===== src/rtl/nvb_pkg.sv =====
package nvb_pkg;

    typedef enum logic {
        CHK_PERIODIC = 1'b0,
        CHK_POWERUP  = 1'b1
    } chk_kind_e;

    typedef enum logic {
        SEQ_IDLE = 1'b0,
        SEQ_WAIT = 1'b1
    } seq_state_e;

    typedef struct packed {
        logic      valid;
        logic      low;
        chk_kind_e kind;
    } chk_result_t;

    function automatic int unsigned cnt_width(input int unsigned n);
        return (n < 2) ? 1 : $clog2(n);
    endfunction

endpackage


===== src/rtl/nvb_interval_timer.sv =====
module nvb_interval_timer
    import nvb_pkg::*;
#(
    parameter int unsigned INTERVAL_TICKS = 86400
) (
    input  logic clk,
    input  logic rst,
    input  logic restart_i,
    input  logic run_i,
    input  logic tick_i,
    output logic expire_o
);
    localparam int unsigned W = cnt_width(INTERVAL_TICKS);
    localparam logic [W-1:0] LAST = W'(INTERVAL_TICKS - 1);

    logic [W-1:0] cnt_q;
    logic         at_last;

    assign at_last  = (cnt_q == LAST);
    assign expire_o = run_i & tick_i & ~restart_i & at_last;

    always_ff @(posedge clk) begin
        if (rst) begin
            cnt_q <= '0;
        end else if (restart_i) begin
            cnt_q <= '0;
        end else if (run_i && tick_i) begin
            cnt_q <= at_last ? '0 : cnt_q + 1'b1;
        end
    end
endmodule


===== src/rtl/nvb_check_seq.sv =====
module nvb_check_seq
    import nvb_pkg::*;
#(
    parameter int unsigned SAMPLE_DELAY = 4
) (
    input  logic        clk,
    input  logic        rst,
    input  logic        pwr_good_i,
    input  logic        expire_i,
    input  logic        batt_low_i,
    output logic        req_o,
    output logic        restart_o,
    output chk_result_t result_o
);
    localparam int unsigned DW = cnt_width(SAMPLE_DELAY + 1);
    localparam logic [DW-1:0] DLY_LAST = DW'(SAMPLE_DELAY - 1);

    seq_state_e    state_q;
    chk_kind_e     kind_q;
    logic [DW-1:0] dly_q;
    logic          pg_q;
    logic          req_q;
    logic          pu_evt;
    logic          start;
    logic          sample;

    // rising power-good, or power-good already present when reset ends
    assign pu_evt = pwr_good_i & ~pg_q;
    assign start  = pu_evt | (expire_i & (state_q == SEQ_IDLE));
    assign sample = (state_q == SEQ_WAIT) & pwr_good_i & (dly_q == DLY_LAST);

    assign restart_o = pu_evt;
    assign req_o     = req_q;

    always_comb begin
        result_o.valid = sample;
        result_o.low   = batt_low_i;
        result_o.kind  = kind_q;
    end

    always_ff @(posedge clk) begin
        if (rst) begin
            state_q <= SEQ_IDLE;
            kind_q  <= CHK_PERIODIC;
            dly_q   <= '0;
            pg_q    <= 1'b0;
            req_q   <= 1'b0;
        end else begin
            pg_q  <= pwr_good_i;
            req_q <= start;
            unique case (state_q)
                SEQ_IDLE: begin
                    if (start) begin
                        state_q <= SEQ_WAIT;
                        dly_q   <= '0;
                        kind_q  <= pu_evt ? CHK_POWERUP : CHK_PERIODIC;
                    end
                end
                SEQ_WAIT: begin
                    if (!pwr_good_i || sample) begin
                        state_q <= SEQ_IDLE;
                    end else begin
                        dly_q <= dly_q + 1'b1;
                    end
                end
                default: state_q <= SEQ_IDLE;
            endcase
        end
    end
endmodule


===== src/rtl/nvb_flag_latch.sv =====
module nvb_flag_latch
    import nvb_pkg::*;
(
    input  logic        clk,
    input  logic        rst,
    input  chk_result_t result_i,
    output logic        low_o,
    output logic        low_pu_o
);
    logic low_q;
    logic pu_q;

    always_ff @(posedge clk) begin
        if (rst) begin
            low_q <= 1'b0;
            pu_q  <= 1'b0;
        end else if (result_i.valid) begin
            low_q <= result_i.low;
            pu_q  <= result_i.low & (result_i.kind == CHK_POWERUP);
        end
    end

    assign low_o    = low_q;
    assign low_pu_o = pu_q;
endmodule


===== src/rtl/nvb_batt_monitor.sv =====
module nvb_batt_monitor
    import nvb_pkg::*;
#(
    parameter int unsigned INTERVAL_TICKS = 86400,
    parameter int unsigned SAMPLE_DELAY   = 4
) (
    input  logic clk,
    input  logic rst,
    input  logic tick_i,
    input  logic pwr_good_i,
    input  logic batt_low_i,
    output logic meas_req_o,
    output logic batt_low_n_o,
    output logic low_at_powerup_o
);
    logic        restart;
    logic        expire;
    logic        flag_low;
    chk_result_t result;

    nvb_interval_timer #(.INTERVAL_TICKS(INTERVAL_TICKS)) timer_i (
        .clk       (clk),
        .rst       (rst),
        .restart_i (restart),
        .run_i     (pwr_good_i),
        .tick_i    (tick_i),
        .expire_o  (expire)
    );

    nvb_check_seq #(.SAMPLE_DELAY(SAMPLE_DELAY)) seq_i (
        .clk        (clk),
        .rst        (rst),
        .pwr_good_i (pwr_good_i),
        .expire_i   (expire),
        .batt_low_i (batt_low_i),
        .req_o      (meas_req_o),
        .restart_o  (restart),
        .result_o   (result)
    );

    nvb_flag_latch latch_i (
        .clk      (clk),
        .rst      (rst),
        .result_i (result),
        .low_o    (flag_low),
        .low_pu_o (low_at_powerup_o)
    );

    assign batt_low_n_o = ~flag_low;
endmodule


===== config.mk =====
export PLATFORM = sky130hd
export DESIGN_NAME = nvb_batt_monitor
export DESIGN_NICKNAME = d
export VERILOG_FILES = /design/src/rtl/nvb_pkg.sv /design/src/rtl/nvb_interval_timer.sv /design/src/rtl/nvb_check_seq.sv /design/src/rtl/nvb_flag_latch.sv /design/src/rtl/nvb_batt_monitor.sv
export SDC_FILE = /design/constraint.sdc
export NUM_CORES = 1
export LEC_CHECK = 0
export BUFFER_PORTS_ARGS = -buffer_cell sky130_fd_sc_hd__buf_4
export CORE_ASPECT_RATIO = 0.7
export CORE_UTILIZATION = 30
export CTS_BUF_LIST = sky130_fd_sc_hd__clkbuf_8 sky130_fd_sc_hd__clkbuf_16
export DETAILED_ROUTE_END_ITERATION = 8
export PLACE_DENSITY = 0.5
export SYNTH_ARGS = -nofsm -noshare
export SYNTH_HDL_FRONTEND = slang
export SYNTH_SLANG_ARGS = --single-unit

===== constraint.sdc =====
create_clock -name clk -period 3.12 [get_ports clk]
set_input_delay 0.624 -clock clk [delete_from_list [all_inputs] [get_ports clk]]
set_output_delay 0.624 -clock clk [all_outputs]
set_load 0.02 [all_outputs]

==> results of run 1 <==
==> cell type report <==
cell class                 instances  area share
tap                               50     0.04579
sequential                        26      0.3810
clock inverter                     1     0.02198
inverter                           8     0.02198
timing repair buffer               8     0.04396
multi-input combinational         99      0.4551
clock buffer                       3     0.03022
==> stage by stage <==
step | worst slack, ns | util
3_3_place_gp | 1.080 | 0.3549
6_report | 1.036 | 0.3745
2_1_floorplan | 1.112 | -
4_1_cts | 1.033 | 0.3745
5_1_grt | 0.9510 | 0.3745
3_5_place_dp | 1.033 | 0.3549
==> cell families (layout without fill, tap and decap cells) <==
group | count (synthesis) | count (layout)
fa+ha+maj | 3 | 3
simple gates | 66 | 66
flops | 26 | 26
xor+xnor | 13 | 13
buf+inv | 12 | 20
compound gates | 15 | 15
mux | 2 | 2
==> flip-flops by register name, summed over array words and instances, names as in the netlist <==
name	cells
timer_i.cnt_q	17
seq_i.dly_q	3
latch_i.low_o	1
latch_i.low_pu_o	1
seq_i.kind_q	1
seq_i.pg_q	1
seq_i.req_o	1
seq_i.state_q	1
==> power by group <==
group | switching, mW | leakage, nW | total, mW | internal [mW]
Combinational | 0.0178 | 0.194 | 0.0290 | 0.0112
Clock | 0.101 | 0.0357 | 0.273 | 0.172
Sequential | 0.00343 | 0.210 | 0.339 | 0.336
==> worst max-delay path by stage <==
| stage | startpoint | to | cells past startpoint |
|---|---|---|---|
| after floorplan | pwr_good_i | seq_i.kind_q | 5 |
| after global placement | pwr_good_i | seq_i.kind_q | 5 |
| after detailed placement | pwr_good_i | seq_i.kind_q | 5 |
| after CTS | timer_i.cnt_q[3] | timer_i.cnt_q[15] | 4 |
| after global routing | timer_i.cnt_q[3] | timer_i.cnt_q[15] | 4 |
| final | timer_i.cnt_q[3] | timer_i.cnt_q[15] | 4 |
==> layer usage <==
| layer | part of all wire | vias to the layer above |
|---|---|---|
| met5 | 0 | - |
| met2 | 0.40 | 7 |
| li1 | - | 496 |
| met3 | 0.032 | 5 |
| met4 | 0.013 | 0 |
| met1 | 0.56 | 431 |
==> synth_stat cells, drive strengths merged <==
cell type	number	area, sq um
dfxtp	26	520.5
nor2	17	63.81
nand2	10	37.54
xnor2	10	87.58
inv	8	30.03
nand3	7	35.03
nor3	6	30.03
a21oi	5	25.02
nand4	5	37.53
nor4	5	31.28
o21ai	4	20.02
buf	3	15.01
ha	3	37.54
nand2b	3	18.77
xor2	3	26.28
mux2i	2	20.02
o31ai	2	15.01
o32ai	2	17.52
or3	2	12.51
or4	2	18.77
a31o	1	8.760
and2	1	6.260
and4	1	8.760
and4bb	1	12.51
clkbuf	1	3.750
nand3b	1	7.510
nand4b	1	8.760
nor2b	1	6.260
nor3b	1	7.510
nor4b	1	8.760
o22ai	1	6.260
or2	1	6.260
==> critical path, delay by kind of cell, from the launching register on <==
| kind | cells | cell delay (ns) |
|---|---|---|
| DFF | 1 | 0.42 |
| and+or+nand+nor | 3 | 1.45 |
| AOI/OAI and AO/OA | 1 | 0.15 |
==> results.md, run 1 <==
* Slowest stage delay, CP at 0.66 ns
* Power Density at 469.2 nW/um^2
* # port buffers at 7
* Cell Area, Synth at 1191 sq um
* # IOs at 8
* Initial antenna violation count at 0
* RSZ-0062 raised after global routing: no
* Hold Path End: seq_i.dly_q[1]
* DRT antenna net count at 0
* XOR/XNOR share of the synthesized area at 0.09559
* Post-DP HPWL at 1708 um
* Hold slack final at 0.4868 ns
* Startpoint types: flip-flop
* CTS sink cnt at 26
* Status: completed
* Area occupied by multi-input gates at 621.8 sq um
* Clk Latency, worst-skew pair at 0.27 ns
* Max-slew violations at 0
* Initial Util at 0.3265
* Avg WL per Cell at 11.62 um
* Drt initial violations at 22
* Total GRT Usage at 0.1269
* Remaining Overflow, GRT at 0
* Worst path cell trace: nand4_1 > or4_4 > or4_1 > a21oi_1
* Total power draw at 641.1 uW
* Max H-tree Level at 1
* Crit. End Element: flip-flop
* Adder-Cell Fraction of Synth Area at 0.03151
* Pleak at 0.4404 nW
* Crit path DAT at 2.29 ns
* Post-synthesis register bit count at 26
* Total Die Area at 4231 sq um
* Synth Area in Simple Gates at 0.3004
* Slew margin rel. at 0.6759
* R2r setup slk at 1.04 ns
* Largest net degree at the start of global routing at 16
* Layout cells sized above 1 at 0.1172
* Crit Path Category: flip-flop to flip-flop
* Final setup viols at 0
* Area post-placement at 1295 sq um
* Placer Congestion at 0.8865
* Period utilization at 0.6679
* Rows at 18
* Num CTS Buffers at 3
* GR met3 Demand/Resource at 0.04500
* Reg-to-reg endpoint: timer_i.cnt_q[15]
* Yosys warns at 0
* Max rail drop VDD at 0.2782 mV
* Met1 GRT Util at 0.1663
* Post-Syn Nets at 145
* Reg2Reg Depth at 4
* Register area at 520.5 sq um
* Post-Synthesis Cells at 137
* Setup TNS at 0 ns
* Sequential area share after synthesis at 0.4370
* Global-route wire length before repair at 4050 um
* Skew final at 0.004286 ns
* Vias/cell at 4.815
* Worst-Margin Slew at 0.4820 ns
* Max-Cap Viols at 0
* Worst r2r src: timer_i.cnt_q[3]
* Clock root buffer: clkbuf_8
* Hold-critical path depth at 2
* Required time of the critical path at 3.32 ns
* Crit-path max FO at 11
* Resized cells post-CTS at 0
* Postcts setup bufs at 0
* Core ar. at 3649 sq um
* Nets at 154
* GR met2 Demand/Resource at 0.1917
* Die W at 77.32 um
* Fin cells at 195
* Most frequent cells in the layout: 26 x dfxtp_1, 17 x nor2_1, 10 x xnor2_1, 10 x nand2_1
* Cts hold-fix bufs at 0
* Mux cell area share after synthesis at 0.01681
* Clock period minus worst slack at 2.084 ns
* Crit-path slowest cell: or4_4
* Clk buf depth at 2
* Finished Cell Area at 1366 sq um
* CTS tree: built
* Hold Crit Start: seq_i.dly_q[1]
* Clk pin slew, worst setup/hold paths at 0.09 ns
* Post-route DRC at 0
* Fill count at 387
* Final Hold Vio Count at 0
* Synth Area in Compound Gates at 0.07773
* Largest family of logic cells by synthesized area: simple AND/OR/NAND/NOR gates
* Layout area overhead at 14.71%
* Hold Crit Class: flip-flop to flip-flop
* Commonest non-fill, non-tap cell in the layout: dfxtp_1
* Unique masters post-synth at 34
* N_diodes at 0
* GR peak layer: met2
* Total Wirelength at 2265 um
* DRT Pass-1 Iters at 4
* Synth Area per Inst at 8.694 sq um
* Total number of vias at 939
* Max Clk Rate at 479.9 MHz
* # placed instances at 191
* Vias in the first global route at 896
* Die Y at 54.72 um
Power figures use the tool's default switching activity.
==> run 2, diff against run 1 <==
- PLACE_DENSITY: 0.5 -> 0.52
- clock period: 3.12 -> 1.9 ns (I/O delays scaled with it)
==> run 2 against run 1 <==
Sequential share of layout area decreased by 0.93 points. Combinational power rose by 68%. Cell count is 3.1% higher. Global-route usage increased by 1.2 points. Sequential power grew 65%. Critical path depth is 1 higher. Fmax is 16% higher. Clock skew about the same. Via count rose by 5.0%.
==> results.md, run 2 (synthesized netlist as in run 1, its figures left out) <==
* Max reg flops at 17
* RSZ-0062 raised after global routing: no
* Initial Util at 0.3265
* Pleak at 0.4609 nW
* Final Hold Vio Count at 0
* Biggest regs: timer_i.cnt_q (17), seq_i.dly_q (3)
* # port buffers at 7
* Slew margin rel. at 0.7397
* Total number of vias at 986
* Avg WL per Cell at 12.29 um
* Power Density at 681.2 nW/um^2
* Num CTS Buffers at 3
* Max H-tree Level at 1
* Max Clk Rate at 558.4 MHz
* Clock share of power at 0.366
* Total Die Area at 4231 sq um
* Die W at 77.32 um
* Max-slew violations at 0
* Largest net degree at the start of global routing at 15
* Biggest register: timer_i.cnt_q
* Clock period minus worst slack at 1.791 ns
* Psw at 200.7 uW
* Die Y at 54.72 um
* Clock root buffer: clkbuf_8
* Nets at 160
* Status: completed
* Hold Crit Class: input port to flip-flop
* Fill count at 377
* Global-route wire length before repair at 4388 um
* N_diodes at 0
* CTS tree: built
* CP bufs+invs at 0
* Post-route DRC at 0
* Max rail drop VDD at 0.3326 mV
* Crit-path max FO at 4
* Seq pwr share at 0.583
* CTS sink cnt at 26
* Crit Path Category: flip-flop to flip-flop
* Worst-Margin Slew at 0.3869 ns
* Layout cells sized above 1 at 0.1722
* Commonest non-fill, non-tap cell in the layout: dfxtp_1
* Clk buf depth at 2
* Startpoint types: flip-flop
* Comb power frac at 0.051
* DRT Pass-1 Iters at 4
* Cts hold-fix bufs at 0
* Core ar. at 3649 sq um
* Crit path DAT at 1.96 ns
* Setup TNS at 0 ns
* Post-DP HPWL at 1920 um
* Rows at 18
* Remaining Overflow, GRT at 0
* Slowest stage delay, CP at 0.41 ns
* Register area at 521.8 sq um
* Resized cells post-CTS at 0
* Initial antenna violation count at 0
* Fin cells at 201
* Period utilization at 0.9426
* Vias/cell at 4.905
* Vias in the first global route at 930
* Layout area overhead at 17.86%
* Required time of the critical path at 2.07 ns
* Area occupied by multi-input gates at 629.4 sq um
* # placed instances at 197
* Crit path max-delay family: simple AND/OR/NAND/NOR gates
* Final setup viols at 0
* Skew final at 0.004067 ns
* Total Wirelength at 2470 um
* Drt initial violations at 49
* Switching power share of the total at 0.2099
* Clk pin slew, worst setup/hold paths at 0.09 ns
* Internal Pwr Total at 755.7 uW
* Max-Cap Viols at 0
* # IOs at 8
* Worst path cell trace: ha_2 > nand4_1 > or2_2 > or3_1 > a31o_2
* Placer Congestion at 0.8969
* Crit. End Element: flip-flop
* Postcts setup bufs at 0
* Clk Latency, worst-skew pair at 0.27 ns
* Total GRT Usage at 0.1386
* DRT antenna net count at 0
* Crit-path slowest cell: or3_1
* Most frequent cells in the layout: 25 x dfxtp_1, 17 x nor2_1, 14 x buf_4
run 2: routing by layer:
layer | track usage | part of all wire
met5 | 0 | 0
met4 | 0.04717 | 0.0093
met3 | 0.04000 | 0.034
met2 | 0.2168 | 0.41
met1 | 0.1848 | 0.54
run 2: worst register-to-register path, cell delays in order, from the launching register on:
cell,delay [ns]
dfxtp_1,0.36
ha_2,0.21
nand4_1,0.11
or2_2,0.34
or3_1,0.41
a31o_2,0.26
run 2: layout make-up:
type | count | share of cell area
timing repair buffer | 14 | 0.07487
clock buffer | 4 | 0.03922
sequential | 26 | 0.3717
inverter | 8 | 0.02139
tap | 50 | 0.04456
multi-input combinational | 99 | 0.4483
run 2: stage by stage:
stage / hold WS (ns) / utilization / worst slack [ns] / power [mW] / cell area [sq um]
after floorplan: 0.4534 / - / 0.1363 / 0.5983 / 1191
after global routing: 0.3593 / 0.3848 / 0.008408 / 1.010 / 1404
after global placement: 0.4731 / 0.3673 / 0.1544 / 0.6169 / 1340
after CTS: 0.3412 / 0.3824 / 0.09262 / 0.9735 / 1395
after detailed placement: 0.4813 / 0.3673 / 0.1125 / 0.6177 / 1340
final: 0.3553 / 0.3848 / 0.1092 / 0.9564 / 1404
run 2: worst paths after layout:
path                                       start              to  slack [ns]  cells past startpoint
worst min-delay path                         rst   seq_i.state_q        0.36                      2
worst max-delay path            timer_i.cnt_q[1]    seq_i.kind_q        0.11                      5
worst max register to register  timer_i.cnt_q[1]    seq_i.kind_q        0.11                      5
worst min register to register    seq_i.dly_q[1]  seq_i.dly_q[1]        0.49                      2
run 2: power by group through the flow:
stage          combinational [mW]  sequential, mW  clock (mW)
3_5_place_dp               0.0478           0.570           0
4_1_cts                    0.0478           0.557       0.368
5_1_grt                    0.0539           0.559       0.397
2_1_floorplan              0.0285           0.570           0
3_3_place_gp               0.0467           0.570           0
6_report                   0.0488           0.558       0.350
==> run 3, diff against run 2 <==
- ABC_AREA: unset -> 1
==> run 3 against run 2 <==
Cell count grew 25%. Global-route usage is 0.83 points lower. Critical endpoint is now timer_i.cnt_q[11]. Sequential share of layout area decreased by 2.8 points. Register-to-register slack improved by 0.32 ns. Utilization shrank 1.4 points. Routed wire length up 8.1%.
==> results.md, run 3 <==
* Post-route DRC at 0
* N_diodes at 0
* Most frequent cells in the layout: 41 x nand2_1, 29 x nor2_1, 26 x inv_1, 26 x dfxtp_1, 13 x a21oi_1
* Max H-tree Level at 1
* Slew margin rel. at 0.7708
* Total Wirelength at 2669 um
* Max rail drop VDD at 0.3225 mV
* Final setup viols at 0
* Vias/cell at 4.402
* CTS sink cnt at 26
* Crit-path slowest cell: dfxtp_1
* Nets at 208
* Drt initial violations at 91
* Rows at 19
* Biggest register: timer_i.cnt_q
* Global-route wire length before repair at 4650 um
* # IOs at 8
* Post-synth ARST share at 0
* Remaining Overflow, GRT at 0
* Worst path cell trace: ha_1 > nand2_1 > nor2_4 > nand2_1 > nor2_2 > nand2_2 > nand2_4 > inv_4 > nand2_1 > a21oi_1
* Hold Crit Class: input port to flip-flop
* Clk buf depth at 2
* Synth Area per Inst at 7.037 sq um
* Yosys warns at 0
* Power Density at 707.7 nW/um^2
* Sequential area share after synthesis at 0.3913
* Max reg flops at 17
* Num CTS Buffers at 3
* Unique masters post-synth at 27
* Initial Util at 0.3253
* Cts hold-fix bufs at 0
* Post-synthesis register bit count at 26
* Core ar. at 4089 sq um
* Crit-path max FO at 7
* Slowest stage delay, CP at 0.38 ns
* Avg WL per Cell at 10.63 um
* DRT Pass-1 Iters at 4
* Clk pin slew, worst setup/hold paths at 0.09 ns
* Max-slew violations at 0
* Layout area overhead at 13.92%
* Post-Syn Nets at 197
* Commonest non-fill, non-tap cell in the layout: nand2_1
* Post-Synthesis Cells at 189
* Largest net degree at the start of global routing at 16
* Count leader, synth: nand2_1
* Crit path max-delay family: simple AND/OR/NAND/NOR gates
* Worst slack at placement at 0.4333 ns
* RSZ-0062 raised after global routing: no
* Worst-Margin Slew at 0.3411 ns
* Fin util at 0.3706
* Clock period minus worst slack at 1.475 ns
* Startpoint types: flip-flop
* Post-DP HPWL at 2106 um
* Total GRT Usage at 0.1303
* # port buffers at 7
* Setup TNS at 0 ns
* Status: completed
* CP dominant cell by count: nand2_1
* Clock root buffer: clkbuf_8
* Hold slack final at 0.3396 ns
* Placer Congestion at 0.8294
* Required time of the critical path at 2.06 ns
* Total number of vias at 1105
* Total power draw at 1.072 mW
* Vias in the first global route at 982
* Layout cells sized above 1 at 0.1709
* Most area-consuming cells after synthesis: dfxtp_1 39%, nand2_1 12%, nor2_1 8.2%
* Resized cells post-CTS at 0
* Die Y at 57.71 um
* Crit path DAT at 1.64 ns
* Period utilization at 0.7764
* Crit. End Element: flip-flop
* CP bufs+invs at 1
* Crit Path Category: flip-flop to flip-flop
* Top FF cell, synth: dfxtp_1
* Clk Latency, worst-skew pair at 0.27 ns
* DRT antenna net count at 0
* Die W at 81.59 um
* Skew final at 0.005587 ns
* Post-synth EDFFs at 0
* Cell Area, Synth at 1330 sq um
* Final worst slack at 0.4249 ns
* Initial antenna violation count at 0
* Max-Cap Viols at 0
* Pleak at 0.5991 nW
* Max Clk Rate at 677.9 MHz
* Postcts setup bufs at 0
* Top post-synthesis cells by count: 41 x nand2_1, 29 x nor2_1, 26 x dfxtp_1, 26 x inv_1, 13 x a21oi_1
* Final Hold Vio Count at 0
* CTS tree: built
* Cell taking the most area after synthesis: dfxtp_1
* Biggest regs: timer_i.cnt_q (17), seq_i.dly_q (3)
* Top cell type's share of synthesized area at 0.3913
* Total Die Area at 4708 sq um
run 3: cell count changes in the layout (fill, tap and decap cells not counted), moves of 3 or more:
cell	previous run	this run
inv_1	8	26
nand3_1	7	10
nor4_1	5	0
nand2_1	10	41
a21oi_1	5	13
buf_4	14	7
nor2_2	0	4
xnor2_1	10	2
nand2_2	0	4
nand2b_1	3	0
nor2_4	0	4
nor2_1	17	29
inv_2	0	3
run 3: stage by stage:
step                cell area, sq um  instances
CTS                             1515        251
finish                          1515        251
detailed placement              1444        247
floorplan                       1330        189
global placement                1444        247
global route                    1515        251
run 3: path summary, 6_finish.rpt:
kind                     from           endpoint  slack [ns]  cells after the start
max          timer_i.cnt_q[0]  timer_i.cnt_q[11]        0.42                     10
min                       rst        seq_i.req_o        0.34                      2
max reg2reg  timer_i.cnt_q[0]  timer_i.cnt_q[11]        0.42                     10
min reg2reg     latch_i.low_o      latch_i.low_o        0.47                      2
run 3: per-layer routing:
layer,vias to the layer above,GRT usage,wire length (um)
met5,-,0,0
met4,0,0.02256,20
met3,4,0.04252,128
met2,12,0.1524,893
met1,477,0.2191,1627
li1,612,-,-
run 3: logic make-up (layout without fill, tap and decap cells):
| group | Yosys count | after routing | synth area share |
|---|---|---|---|
| AND/OR/NAND/NOR | 106 | 106 | 0.3876 |
| buffers and inverters | 31 | 41 | 0.08937 |
| flip-flops | 26 | 26 | 0.3913 |
| AO/OA/AOI/OAI | 20 | 20 | 0.08373 |
| adder cells (fa/ha/maj) | 3 | 3 | 0.02823 |
| XOR/XNOR | 3 | 3 | 0.01976 |
run 3: where the power goes:
| part | internal [mW] | total [mW] | switching, mW |
|---|---|---|---|
| combinational | 0.0188 | 0.0553 | 0.0365 |
| sequential | 0.553 | 0.557 | 0.00446 |
| clock | 0.282 | 0.460 | 0.178 |
| total | 0.854 | 1.07 | 0.219 |
run 3: layout make-up:
| cell class | count | area [sq um] |
|---|---|---|
| multi-input combinational | 132 | 690.7 |
| clock buffer | 3 | 41.29 |
| inverter | 30 | 115.1 |
| clock inverter | 1 | 30.03 |
| timing repair buffer | 7 | 52.55 |
| sequential | 26 | 520.5 |
| tap | 52 | 65.06 |
| fill | 458 | 2574 |
